### src/rtl/clkph_pkg.sv
package clkph_pkg;

   // Width of every tick position, period and divider value in the block.
   localparam int PH_W = 6;

   typedef logic [PH_W-1:0] ph_t;

   // Region timing codes; the alias code reuses the first timing set.
   typedef enum logic [1:0] {
      RGN_A     = 2'd0,
      RGN_B     = 2'd1,
      RGN_C     = 2'd2,
      RGN_ALIAS = 2'd3
   } region_e;

   // Timing of the currently selected region.
   typedef struct packed {
      ph_t period;
      ph_t first;
      ph_t vdiv;
   } phase_cfg_t;

endpackage

### src/rtl/clkph_region_cfg.sv
module clkph_region_cfg
   import clkph_pkg::*;
#(
   parameter int unsigned RA_FIRST  = 6,
   parameter int unsigned RA_SECOND = 6,
   parameter int unsigned RA_VDIV   = 4,
   parameter int unsigned RB_FIRST  = 8,
   parameter int unsigned RB_SECOND = 8,
   parameter int unsigned RB_VDIV   = 5,
   parameter int unsigned RC_FIRST  = 7,
   parameter int unsigned RC_SECOND = 8,
   parameter int unsigned RC_VDIV   = 5
) (
   input  logic       clk,
   input  logic       rst,
   input  logic [1:0] region_sel,
   output phase_cfg_t cur_cfg,
   output ph_t        ld_period,
   output ph_t        ld_vdiv,
   output region_e    region_q
);

   localparam int unsigned RA_PERIOD = RA_FIRST + RA_SECOND;
   localparam int unsigned RB_PERIOD = RB_FIRST + RB_SECOND;
   localparam int unsigned RC_PERIOD = RC_FIRST + RC_SECOND;
   localparam int unsigned PH_LIMIT  = 2 ** PH_W;

   // A read shortens the first phase by one tick and a write lengthens it
   // by one, so both phases need at least two ticks.
   if (RA_FIRST < 2 || RB_FIRST < 2 || RC_FIRST < 2) begin : g_bad_first
      $error("clkph_region_cfg: every first phase must be at least 2 ticks");
   end
   if (RA_SECOND < 2 || RB_SECOND < 2 || RC_SECOND < 2) begin : g_bad_second
      $error("clkph_region_cfg: every second phase must be at least 2 ticks");
   end
   if (RA_PERIOD >= PH_LIMIT || RB_PERIOD >= PH_LIMIT || RC_PERIOD >= PH_LIMIT) begin : g_bad_period
      $error("clkph_region_cfg: a period does not fit the tick width");
   end
   if (RA_VDIV < 1 || RB_VDIV < 1 || RC_VDIV < 1 ||
       RA_VDIV >= PH_LIMIT || RB_VDIV >= PH_LIMIT || RC_VDIV >= PH_LIMIT) begin : g_bad_vdiv
      $error("clkph_region_cfg: video divider out of range");
   end

   function automatic ph_t period_of(region_e r);
      case (r)
         RGN_B:   return ph_t'(RB_PERIOD);
         RGN_C:   return ph_t'(RC_PERIOD);
         default: return ph_t'(RA_PERIOD);
      endcase
   endfunction

   function automatic ph_t first_of(region_e r);
      case (r)
         RGN_B:   return ph_t'(RB_FIRST);
         RGN_C:   return ph_t'(RC_FIRST);
         default: return ph_t'(RA_FIRST);
      endcase
   endfunction

   function automatic ph_t vdiv_of(region_e r);
      case (r)
         RGN_B:   return ph_t'(RB_VDIV);
         RGN_C:   return ph_t'(RC_VDIV);
         default: return ph_t'(RA_VDIV);
      endcase
   endfunction

   region_e sel_e;
   assign sel_e = region_e'(region_sel);

   // The region code is latched only while reset is held.
   always_ff @(posedge clk) begin
      if (rst) begin
         region_q <= sel_e;
      end
   end

   // Timing that applies once reset is released.
   assign cur_cfg.period = period_of(region_q);
   assign cur_cfg.first  = first_of(region_q);
   assign cur_cfg.vdiv   = vdiv_of(region_q);

   // Timing of the code on the input, used for the reset load values.
   assign ld_period = period_of(sel_e);
   assign ld_vdiv   = vdiv_of(sel_e);

endmodule

### src/rtl/clkph_cpu_seq.sv
module clkph_cpu_seq
   import clkph_pkg::*;
#(
   parameter int unsigned CPU_SKEW = 0
) (
   input  logic clk,
   input  logic rst,
   input  ph_t  ld_period,
   input  ph_t  cur_period,
   input  ph_t  cur_first,
   input  logic is_read,
   output logic cyc_raw,
   output logic mid_raw,
   output logic kind
);

   ph_t pos;
   ph_t pos_init;
   ph_t mid_at;
   ph_t last_pos;

   // Position within the CPU cycle for a master count of P + skew.
   assign pos_init = ph_t'(32'(CPU_SKEW) % 32'(ld_period));
   assign last_pos = cur_period - ph_t'(1);

   always_ff @(posedge clk) begin
      if (rst) begin
         pos <= pos_init;
      end else if (pos == last_pos) begin
         pos <= '0;
      end else begin
         pos <= pos + ph_t'(1);
      end
   end

   // The cycle kind is taken on the cycle-start tick and held for the cycle.
   always_ff @(posedge clk) begin
      if (rst) begin
         kind <= 1'b1;
      end else if (cyc_raw) begin
         kind <= is_read;
      end
   end

   // A read moves the boundary one tick early; a write moves it one tick late.
   always_comb begin
      if (kind) begin
         mid_at = cur_first - ph_t'(1);
      end else begin
         mid_at = cur_first + ph_t'(1);
      end
   end

   assign cyc_raw = (pos == '0);
   assign mid_raw = (pos == mid_at) && (pos != '0);

endmodule

### src/rtl/clkph_vid_div.sv
module clkph_vid_div
   import clkph_pkg::*;
#(
   parameter int unsigned CPU_SKEW = 0,
   parameter int unsigned VOFF_W   = 3
) (
   input  logic              clk,
   input  logic              rst,
   input  ph_t               ld_period,
   input  ph_t               ld_vdiv,
   input  ph_t               cur_vdiv,
   input  logic [VOFF_W-1:0] voff,
   output logic              vid_raw
);

   ph_t res;
   ph_t res_init;
   ph_t res_last;
   logic [31:0] shifted;

   // Residue of (master count - offset) modulo the divider.  The divider
   // times 2**VOFF_W is added first so that the difference never goes
   // negative, whatever offset is on the input.
   assign shifted  = 32'(ld_period) + 32'(CPU_SKEW) + (32'(ld_vdiv) << VOFF_W) - 32'(voff);
   assign res_init = ph_t'(shifted % 32'(ld_vdiv));
   assign res_last = cur_vdiv - ph_t'(1);

   always_ff @(posedge clk) begin
      if (rst) begin
         res <= res_init;
      end else if (res == res_last) begin
         res <= '0;
      end else begin
         res <= res + ph_t'(1);
      end
   end

   assign vid_raw = (res == '0);

endmodule

### src/rtl/clkph_top.sv
module clkph_top
   import clkph_pkg::*;
#(
   parameter int unsigned RA_FIRST  = 6,
   parameter int unsigned RA_SECOND = 6,
   parameter int unsigned RA_VDIV   = 4,
   parameter int unsigned RB_FIRST  = 8,
   parameter int unsigned RB_SECOND = 8,
   parameter int unsigned RB_VDIV   = 5,
   parameter int unsigned RC_FIRST  = 7,
   parameter int unsigned RC_SECOND = 8,
   parameter int unsigned RC_VDIV   = 5,
   parameter int unsigned CPU_SKEW  = 0,
   parameter int unsigned VOFF_W    = 3,
   parameter int unsigned REG_OUT   = 0
) (
   input  logic              clk,
   input  logic              rst,
   input  logic [1:0]        region_sel,
   input  logic              is_read,
   input  logic [VOFF_W-1:0] voff,
   output logic              cyc_stb,
   output logic              mid_stb,
   output logic              vid_ce
);

   if (VOFF_W < 1 || VOFF_W > 8) begin : g_bad_voff
      $error("clkph_top: VOFF_W must be 1 to 8");
   end
   if (REG_OUT > 1) begin : g_bad_regout
      $error("clkph_top: REG_OUT must be 0 or 1");
   end

   phase_cfg_t cur_cfg;
   ph_t        ld_period;
   ph_t        ld_vdiv;
   region_e    region_q;
   ph_t        cur_period;
   ph_t        cur_first;
   ph_t        cur_vdiv;
   logic       cyc_raw;
   logic       mid_raw;
   logic       vid_raw;
   logic       kind;

   clkph_region_cfg #(
      .RA_FIRST (RA_FIRST),
      .RA_SECOND(RA_SECOND),
      .RA_VDIV  (RA_VDIV),
      .RB_FIRST (RB_FIRST),
      .RB_SECOND(RB_SECOND),
      .RB_VDIV  (RB_VDIV),
      .RC_FIRST (RC_FIRST),
      .RC_SECOND(RC_SECOND),
      .RC_VDIV  (RC_VDIV)
   ) u_cfg (
      .clk       (clk),
      .rst       (rst),
      .region_sel(region_sel),
      .cur_cfg   (cur_cfg),
      .ld_period (ld_period),
      .ld_vdiv   (ld_vdiv),
      .region_q  (region_q)
   );

   assign cur_period = cur_cfg.period;
   assign cur_first  = cur_cfg.first;
   assign cur_vdiv   = cur_cfg.vdiv;

   clkph_cpu_seq #(
      .CPU_SKEW(CPU_SKEW)
   ) u_seq (
      .clk       (clk),
      .rst       (rst),
      .ld_period (ld_period),
      .cur_period(cur_period),
      .cur_first (cur_first),
      .is_read   (is_read),
      .cyc_raw   (cyc_raw),
      .mid_raw   (mid_raw),
      .kind      (kind)
   );

   clkph_vid_div #(
      .CPU_SKEW(CPU_SKEW),
      .VOFF_W  (VOFF_W)
   ) u_vid (
      .clk      (clk),
      .rst      (rst),
      .ld_period(ld_period),
      .ld_vdiv  (ld_vdiv),
      .cur_vdiv (cur_vdiv),
      .voff     (voff),
      .vid_raw  (vid_raw)
   );

   // Output variant: decoded straight from state, or through one flop.
   if (REG_OUT != 0) begin : g_out_flop
      always_ff @(posedge clk) begin
         if (rst) begin
            cyc_stb <= 1'b0;
            mid_stb <= 1'b0;
            vid_ce  <= 1'b0;
         end else begin
            cyc_stb <= cyc_raw;
            mid_stb <= mid_raw;
            vid_ce  <= vid_raw;
         end
      end
   end else begin : g_out_direct
      assign cyc_stb = cyc_raw;
      assign mid_stb = mid_raw;
      assign vid_ce  = vid_raw;
   end

endmodule

### config.mk
export PLATFORM = sky130hd
export DESIGN_NAME = clkph_top
export DESIGN_NICKNAME = d
export VERILOG_FILES = /design/src/rtl/clkph_pkg.sv /design/src/rtl/clkph_region_cfg.sv /design/src/rtl/clkph_cpu_seq.sv /design/src/rtl/clkph_vid_div.sv /design/src/rtl/clkph_top.sv
export SDC_FILE = /design/constraint.sdc
export NUM_CORES = 1
export LEC_CHECK = 0
export ABC_AREA = 0
export CAP_MARGIN = 30
export CORE_AREA = 2 2 84 54
export CTS_CLUSTER_SIZE = 28
export DETAILED_ROUTE_END_ITERATION = 7
export DIE_AREA = 0 0 86 56
export GPL_TIMING_DRIVEN = 1
export PLACE_DENSITY = 0.72
export SLEW_MARGIN = 20
export SYNTH_ARGS = -nofsm -noshare
export SYNTH_HDL_FRONTEND = slang
export SYNTH_SLANG_ARGS = --single-unit
export TNS_END_PERCENT = 100
### constraint.sdc
create_clock -name clk -period 12.1 [get_ports clk]
set_input_delay 1.21 -clock clk [delete_from_list [all_inputs] [get_ports clk]]
set_output_delay 1.21 -clock clk [all_outputs]
set_load 0.01 [all_outputs]
# Word-level counts from Yosys, hierarchy flattened
# Index checks and enable logic that the tools add are counted.
dict set report word_totals {
  reg_bits 15
  latchBits 0
  ramBits 0
  rom_bits 0
  output_inout_bits 3
  elab_cells 37
  memories 0
}
dict set report op_classes {
  n_addsub 8
  multipliers 0
  div_mod_pow 2
  order_cmp 0
  n_eq_ne 7
  shift 0
  mux 10
  bitwise 0
  reduce_logical 6
}
# cell count
set op_table {}
lappend op_table {{$mod A0 B6 Y32} 1}
lappend op_table {{$mod A32 B6 Y32} 1}
lappend op_table {{$sub A32 B3 Y32} 1}
lappend op_table {{$mux W6} 5}
lappend op_table {{$pmux W5 S2} 2}
lappend op_table {{$eq A6 B6 Y1} 3}
lappend op_table {{$add A6 B1 Y6 const B} 2}
lappend op_table {{$logic_not A6 Y1} 2}
lappend op_table {{$pmux W4 S2} 1}
lappend op_table {{$add A5 B6 Y7} 1}
lappend op_table {{$reduce_bool A6 Y1} 1}
lappend op_table {{$sub A5 B1 Y6 const B} 1}
lappend op_table {{$add A4 B1 Y5 const B} 1}
lappend op_table {{$sub A4 B1 Y5 const B} 1}
lappend op_table {{$eq A2 B1 Y1 const B} 2}
lappend op_table {{$eq A2 B2 Y1 const B} 2}
lappend op_table {{$reduce_or A2 Y1} 2}
lappend op_table {{$sub A3 B1 Y4 const B} 1}
lappend op_table {{$mux W1} 2}
lappend op_table {{$logic_and A1 B1 Y1} 1}

# Logic depth before layout (Yosys ltp)
# Gate-level depths: netlist (run 1).
dict set report logic_depth {
  word_depth 7
  depth_mapped 25
  ltp_nobuf 24
}

# Hierarchy
# A second synthesis (run 1) with hierarchy kept.
dict set report unflattened {
  hier_cells 6436
  area_unflattened_um2 44173.6
}
# mod n_inst cells_each area_per_inst_um2 seq_area_each_um2
set modules_own_cells {}
lappend modules_own_cells {clkph_cpu_seq 1 3595 24476.0 140.1}
lappend modules_own_cells {clkph_vid_div 1 2801 19359.8 120.1}
lappend modules_own_cells {clkph_region_cfg 1 40 337.8 60.1}

# Least setup slack after synthesis (run 1)
# No wires, ideal clock.
dict set report synth_timing {
  path_kind {input port to flip-flop}
  from {input region_sel[0]}
  to {register u_vid.res[1]}
  setup_time_ns 0.121
  t_arrival_ns 6.210
  t_required_ns 11.979
  setup_slack_ns 5.769
  path_stages 24
  path_cell_list {inv_1 > ha_1 > inv_1 > ha_1 > fa_1 > nor2b_4 > o21a_1 > nor2_1 > ha_1 > inv_1 > o2111ai_4 > mux2_4 > a211oi_4 > mux2i_1 > a21oi_1 > or2_1 > buf_1 > o31ai_1 > ha_1 > inv_1 > o311ai_4 > o211ai_4 > mux2i_1 > mux2_2}
}
dict set report synth_via {
  elab_chain_len 7
}
# element line_no
set synth_rtl {}
lappend synth_rtl {{start, declared} clkph_top.sv:19} ;# input logic [1:0] region_sel,
lappend synth_rtl {{$eq A2 B1 Y1 / $eq A2 B2 Y1 (equally long branches)} {clkph_region_cfg.sv:45, clkph_region_cfg.sv:61}}
lappend synth_rtl {{$reduce_or A2 Y1 (no source line)} -}
lappend synth_rtl {{$mux W1} clkph_region_cfg.sv:61} ;# case (r)
lappend synth_rtl {{$add A5 B6 Y7} clkph_vid_div.sv:24} ;# assign shifted = 32'(ld_period) + 32'(CPU_SKEW) + (32'(ld_vdiv) << VOFF_W) - 32'(voff);
lappend synth_rtl {{$sub A32 B3 Y32} clkph_vid_div.sv:24}
lappend synth_rtl {{$mod A32 B6 Y32 (*)} clkph_vid_div.sv:25} ;# assign res_init = ph_t'(shifted % 32'(ld_vdiv));
lappend synth_rtl {{$mux W6 (*)} clkph_vid_div.sv:29} ;# if (rst) begin
lappend synth_rtl {{end signal, assigned} clkph_vid_div.sv:30} ;# res <= res_init;
lappend synth_rtl {{end signal, assigned} clkph_vid_div.sv:34} ;# res <= res + ph_t'(1);
lappend synth_rtl {{end, declared} clkph_vid_div.sv:16} ;# ph_t res;
# Mark *: on every way between the ends. The rest lies on a longest branch, timed or not.
# A chain may end at the register's enable or synchronous reset.

# Worst setup path after layout (run 1)
# Same ends and word-level chain as after synthesis.

==> results of run 1 <==
[kinds of logic (layout without fill, tap and decap cells)]
| group | after synthesis | count (layout) |
|---|---|---|
| adder cells (fa/ha/maj) | 23 | 23 |
| AND/OR/NAND/NOR | 95 | 95 |
| flip-flops | 15 | 15 |
| XOR/XNOR | 15 | 15 |
| multiplexers | 12 | 12 |
| buffers and inverters | 34 | 39 |
| AO/OA/AOI/OAI | 71 | 71 |
[final cells by class]
| type | count | area, um^2 |
|---|---|---|
| well taps | 50 | 62.56 |
| multi-input cells | 216 | 1674 |
| flip-flops and latches | 15 | 320.3 |
| inverters | 24 | 90.09 |
| fillers | 362 | 1689 |
| clock buffers | 4 | 45.04 |
| repair buffers | 11 | 105.1 |
[registers in the layout (all words and copies together), names as in the netlist]
signal / cells
u_seq.pos: 6
u_vid.res: 6
u_cfg.region_q: 2
u_seq.kind: 1
[cell usage after synthesis, drive strengths merged, types with 3 or more instances]
cell type  number  area share
or2             5       0.015
nor2b           4       0.015
nor2           22       0.039
nand2          22       0.039
ha             22        0.13
o2111ai         3       0.023
and2            3      0.0088
nor3            8       0.019
dfxtp          13        0.12
inv            24       0.042
xor2            7       0.029
mux2i           7       0.033
mux2            5       0.033
o211ai          8       0.041
o21ai          15       0.035
nand4b          3       0.012
a211oi          5       0.032
o21a            3       0.011
a21oi          10       0.023
buf             6       0.016
clkbuf          4      0.0070
xnor2           8       0.033
nand3          11       0.026
and3            4       0.012
a31oi           3       0.012
[critical path, stage by stage]
cell and delay, ps:
clkdlybuf4s50_1 460, inv_1 100, ha_1 380, inv_1 120, fa_1 460, nor2b_4 210, o21a_1 220, nor2_1 70
ha_1 280, inv_1 130, o2111ai_4 170, mux2_4 360, a211oi_4 380, mux2i_1 550, a21oi_1 150, or2_1 310
o31ai_1 450, ha_1 290, inv_1 100, o311ai_4 350, o211ai_4 160, mux2i_1 140, mux2_2 270
[stage by stage]
step,util,cells
after global placement,0.5637,315
after CTS,0.5763,320
final,0.5763,320
after global routing,0.5763,320
after floorplan,-,265
after detailed placement,0.5650,316
[how the worst max path moves through the flow]
stage	cells after the start	startpoint	slack (ps)	endpoint
floorplan	24	region_sel[0]	5770	u_vid.res[1]
global placement	23	region_sel[0]	4850	u_vid.res[1]
detailed placement	23	region_sel[0]	4740	u_vid.res[1]
CTS	23	region_sel[0]	4990	u_vid.res[1]
global route	23	region_sel[0]	4530	u_vid.res[1]
finish	23	region_sel[0]	4930	u_vid.res[1]
[routing by layer]
layer	global-route usage	vias to the layer above	wire (um)
met5	0	-	0
li1	-	975	-
met1	0.3233	850	2553
met3	0.04599	4	200
met4	0.02268	0	13
met2	0.2724	41	1779
[power by group]
part	switching, mW	internal [mW]	leakage [nW]
sequential	0.0172	0.0643	0.128
combinational	0.137	0.106	0.818
clock	0.0178	0.0233	0.0228
==> flow_metrics.tcl, run 1 <==
set metrics [dict create \
    status "finished clean" \
    first_global_vias 1731 \
    ios 11 \
    synth_compound_area_frac 0.2855 \
    synth_edf_count 2 \
    viasPerCell 5.844 \
    required_ps 12240 \
    die_y_um 56 \
    synth_fa_ha_area_frac 0.1383 \
    netlist_area_um2 2135 \
    maxSlewViolCount 0 \
    hold_viol 0 \
    max-vdd-ir-drop_v 0.00006077 \
    r2r-end "u_vid.res[2]" \
    rsz0062_at_grt "false" \
    core_area_um2 3986 \
    fin_crit_ps 7172 \
    grt_pass1_wl_mm 8.038 \
    crit_path_start_kind "input port" \
    synthSimpleGateAreaFrac 0.2327 \
    ctsHoldBuffers 0 \
    hold_slack_ps 568.2 \
    hp-class "reg2reg" \
    whs_path_depth 2 \
    layout.nets 302 \
    wire_per_inst_um 14.21 \
    diodes 0 \
    grt_start_max_net_pins 15 \
    die-area_um2 4816 \
    power_mw 0.3664 \
    muxShareOfSynthArea 0.06624 \
    syn_to_final_growth_pct 7.620 \
    reg2regPathDepth 6 \
    design_area_um2 2297 \
    post-route-period-util 0.5927 \
    synth-seq-cells 15 \
    max_freq_mhz 139.4 \
    powerDensity_nw_per_um2 159.5 \
    drive_gt1_frac 0.09630 \
    syn_avg_cell_area_um2 8.055 \
    clk_pin_slew_worst_paths_ps 60 \
    cts.sinks 15 \
    cts_resized 0 \
    overflow 0 \
    min_to "u_seq.kind" \
    clkLatencyLatePin_ps 250 \
    ys.flop_type "dfxtp_1" \
    syn-instance-count 265 \
    clk_path_buf_depth 2 \
    wl_mm 4.547 \
    most-common-layout-cells "24 x inv_1, 22 x nor2_1, 22 x nand2_1, 22 x ha_1, 15 x o21ai_0" \
    fin_setup_tns_ps 0 \
    worstPathMaxFanout 10 \
    clockRootBuffer "clkbuf_8" \
    gp_congestion 0.8551 \
    initial_core_util 0.5355 \
    place_ws_ps 4738 \
    min_from "u_seq.kind" \
    rows 18 \
    port_buffers 10 \
    synth_top_family_by_area "compound AO/OA/AOI/OAI gates" \
    finalSetupViolCount 0 \
    cts_buffers 3 \
    firstDrtPassIters 4 \
    cellLeakagePower_nw 0.9682 \
    synthDistinctLibCells 69 \
    setup_slack_ps 4928 \
    synth_nets 296 \
    worst_pin_slew_ps 547.2 \
    maxSlewHeadroom 0.6248 \
    grt.total_usage 0.2014 \
    skew_ps 0.6416 \
    cts_setup_buffers 0 \
    maxCapViolCount 0 \
    ant_nets 0 \
    timing.rr.start "u_cfg.region_q[1]" \
    async_reset_ff_frac 0 \
    tritoncts "built" \
    drcViolationCount 0 \
    hpwl_mm 3.710 \
    ys_seq_area_frac 0.1501 \
    final_common_cell "inv_1" \
    synth_xor_area_frac 0.06155 \
    path_class "in2reg" \
    postPlaceCellArea_um2 2252 \
    drt_iter0_drc 102 \
    die_x_um 86 \
    arrival_ps 7310 \
    route.vias.total 1870 \
    cts_max_level 1 \
    yosysWarnings 0 \
    antenna_found_initial 0 \
    endpoint_kind "flip-flop" \
    rrSetupSlack_ps 10340 \
]
(Power assumes the default switching activity.)
==> run 2, diff against run 1 <==
clock period = 6.7 ns   (was 12.1 ns; I/O delays follow)
==> run 2 against run 1 <==
Worst hold slack got worse by 7.5 ps. Flip-flop and latch count unchanged. Via count increased by 4.3%. First-iteration DRC count increased by 2.0%. Final area increased by 2.1%. Clock power increased by 83%. Power increased by 87%. Sequential share of layout area decreased by 0.28 points. Critical path type unchanged.
==> flow_metrics.tcl, run 2 (synthesized netlist as in run 1, its figures left out) <==
set metrics [dict create \
    timing.rr.start "u_cfg.region_q[1]" \
    reg_top3 "u_seq.pos: 6 flops, u_vid.res: 6 flops, u_cfg.region_q: 2 flops" \
    skew_ps 1.594 \
    grt_pass1_wl_mm 8.038 \
    ant_nets 0 \
    endpoint_kind "flip-flop" \
    cts_resized 0 \
    first_global_vias 1718 \
    ios 11 \
    initial_core_util 0.5355 \
    multi_input_area_um2 1674 \
    grt.total_usage 0.2040 \
    hp-class "reg2reg" \
    final_common_cell "inv_1" \
    firstDrtPassIters 4 \
    core_area_um2 3986 \
    drive_gt1_frac 0.1159 \
    fin_crit_ps 6175 \
    gp_congestion 1.003 \
    postLayoutCoreUtil 0.5882 \
    clkLatencyLatePin_ps 250 \
    critPathBufInv 5 \
    cp_slowest_cell "fa_1" \
    cts.sinks 15 \
    cts_setup_buffers 0 \
    finalSetupViolCount 0 \
    wl_mm 4.835 \
    final_cells 326 \
    hpwl_mm 3.904 \
    hold_viol 0 \
    min_to "u_seq.pos[0]" \
    max-vdd-ir-drop_v 0.0001184 \
    maxSlewHeadroom 0.6150 \
    drt_iter0_drc 104 \
    design_area_um2 2345 \
    die-area_um2 4816 \
    cts_max_level 1 \
    route.vias.total 1951 \
    cts_buffers 3 \
    maxCapViolCount 0 \
    final-seq-area_um2 320.3 \
    most-common-layout-cells "24 x inv_1, 22 x nor2_1, 22 x nand2_1, 22 x ha_1, 15 x o21ai_0" \
    antenna_found_initial 0 \
    drcViolationCount 0 \
    tritoncts "built" \
    die_y_um 56 \
    overflow 0 \
    worstPathMaxFanout 7 \
    clk_path_buf_depth 2 \
    crit_path_start_kind "input port" \
    dp_cells 322 \
    critical-path-max-stage-delay_ps 470 \
    max_freq_mhz 161.9 \
    required_ps 6840 \
    port_buffers 10 \
    worst_pin_slew_ps 574.1 \
    cellLeakagePower_nw 0.9999 \
    r2r-end "u_vid.res[3]" \
    grt_start_max_net_pins 15 \
    maxSlewViolCount 0 \
    ctsHoldBuffers 0 \
    clockRootBuffer "clkbuf_8" \
    die_x_um 86 \
    reg2regPathDepth 6 \
    post-route-period-util 0.9217 \
    whs_path_depth 1 \
    rows 18 \
    crit_family "compound AO/OA/AOI/OAI gates" \
    arrival_ps 6320 \
    fin_setup_tns_ps 0 \
    layout.nets 308 \
    syn_to_final_growth_pct 9.848 \
    status "finished clean" \
    crit_chain "clkdlybuf4s50_1 -> inv_1 -> ha_1 -> inv_1 -> ha_1 -> fa_1 -> nor2b_4 -> o21a_1 -> nor2_1 -> ha_1 -> inv_1 -> o2111ai_4 -> mux2_4 -> a211oi_4 -> mux2_4 -> or2_1 -> and4_4 -> o31ai_1 -> ha_1 -> inv_1 -> o311ai_4 -> o211ai_4 -> mux2i_1 -> mux2_2" \
    fill_cells 385 \
    viasPerCell 5.985 \
    wire_per_inst_um 14.83 \
    min_from "u_seq.pos[0]" \
    path_class "in2reg" \
    rsz0062_at_grt "false" \
    rrSetupSlack_ps 4930 \
    postPlaceCellArea_um2 2300 \
    clk_pin_slew_worst_paths_ps 60 \
    diodes 0 \
    powerDensity_nw_per_um2 291.9 \
]
run 2: cell types whose count changed in the layout (fill, tap and decap cells not counted), sizes merged:
cell  change
buf       +6
run 2: layer usage:
metal / vias to the layer above / wire, um / track usage
met4: 0 / 35 / 0.04762
met1: 932 / 2682 / 0.3271
met2: 34 / 1968 / 0.2669
met3: 4 / 149 / 0.04303
met5: - / 0 / 0
li1: 981 / - / -
run 2: area by class of cell:
cell class	instances	share of cell area
Clock buffer	4	0.01921
Tap cell	50	0.02668
Sequential cell	15	0.1366
Timing Repair Buffer	17	0.06510
Multi-Input combinational cell	216	0.7140
Inverter	24	0.03842
run 2: stage by stage:
stage / hold WS (ps) / setup slack [ps] / total power [mW]
2_1_floorplan: 497.1 / 909.2 / 0.5040
3_3_place_gp: 543.6 / 465.4 / 0.5962
3_5_place_dp: 547.6 / 275.9 / 0.6035
4_1_cts: 566.6 / 542.4 / 0.6807
5_1_grt: 632.4 / 222.3 / 0.7395
6_report: 560.7 / 524.6 / 0.6845
run 2: where the power goes:
group	internal (mW)	switching (mW)	leakage, nW
registers	0.116	0.0301	0.128
clock network	0.0422	0.0330	0.0228
logic	0.207	0.256	0.849
total	0.365	0.319	1.00
run 2: how the worst max path moves through the flow:
| stage | startpoint | to | depth (start not counted) |
|---|---|---|---|
| after global routing | region_sel[0] | u_vid.res[1] | 25 |
| after detailed placement | region_sel[0] | u_vid.res[1] | 25 |
| after global placement | region_sel[0] | u_vid.res[1] | 24 |
| after floorplan | region_sel[0] | u_vid.res[1] | 24 |
| after CTS | region_sel[0] | u_vid.res[1] | 24 |
| final | region_sel[0] | u_vid.res[1] | 24 |
==> run 3, diff against run 2 <==
ABC_CLOCK_PERIOD_IN_PS = 6700   (was default)
GPL_TIMING_DRIVEN = default   (was 1)
==> results of run 3 <==
No change in the layout: final DEF, timing and power equal those of run 2.
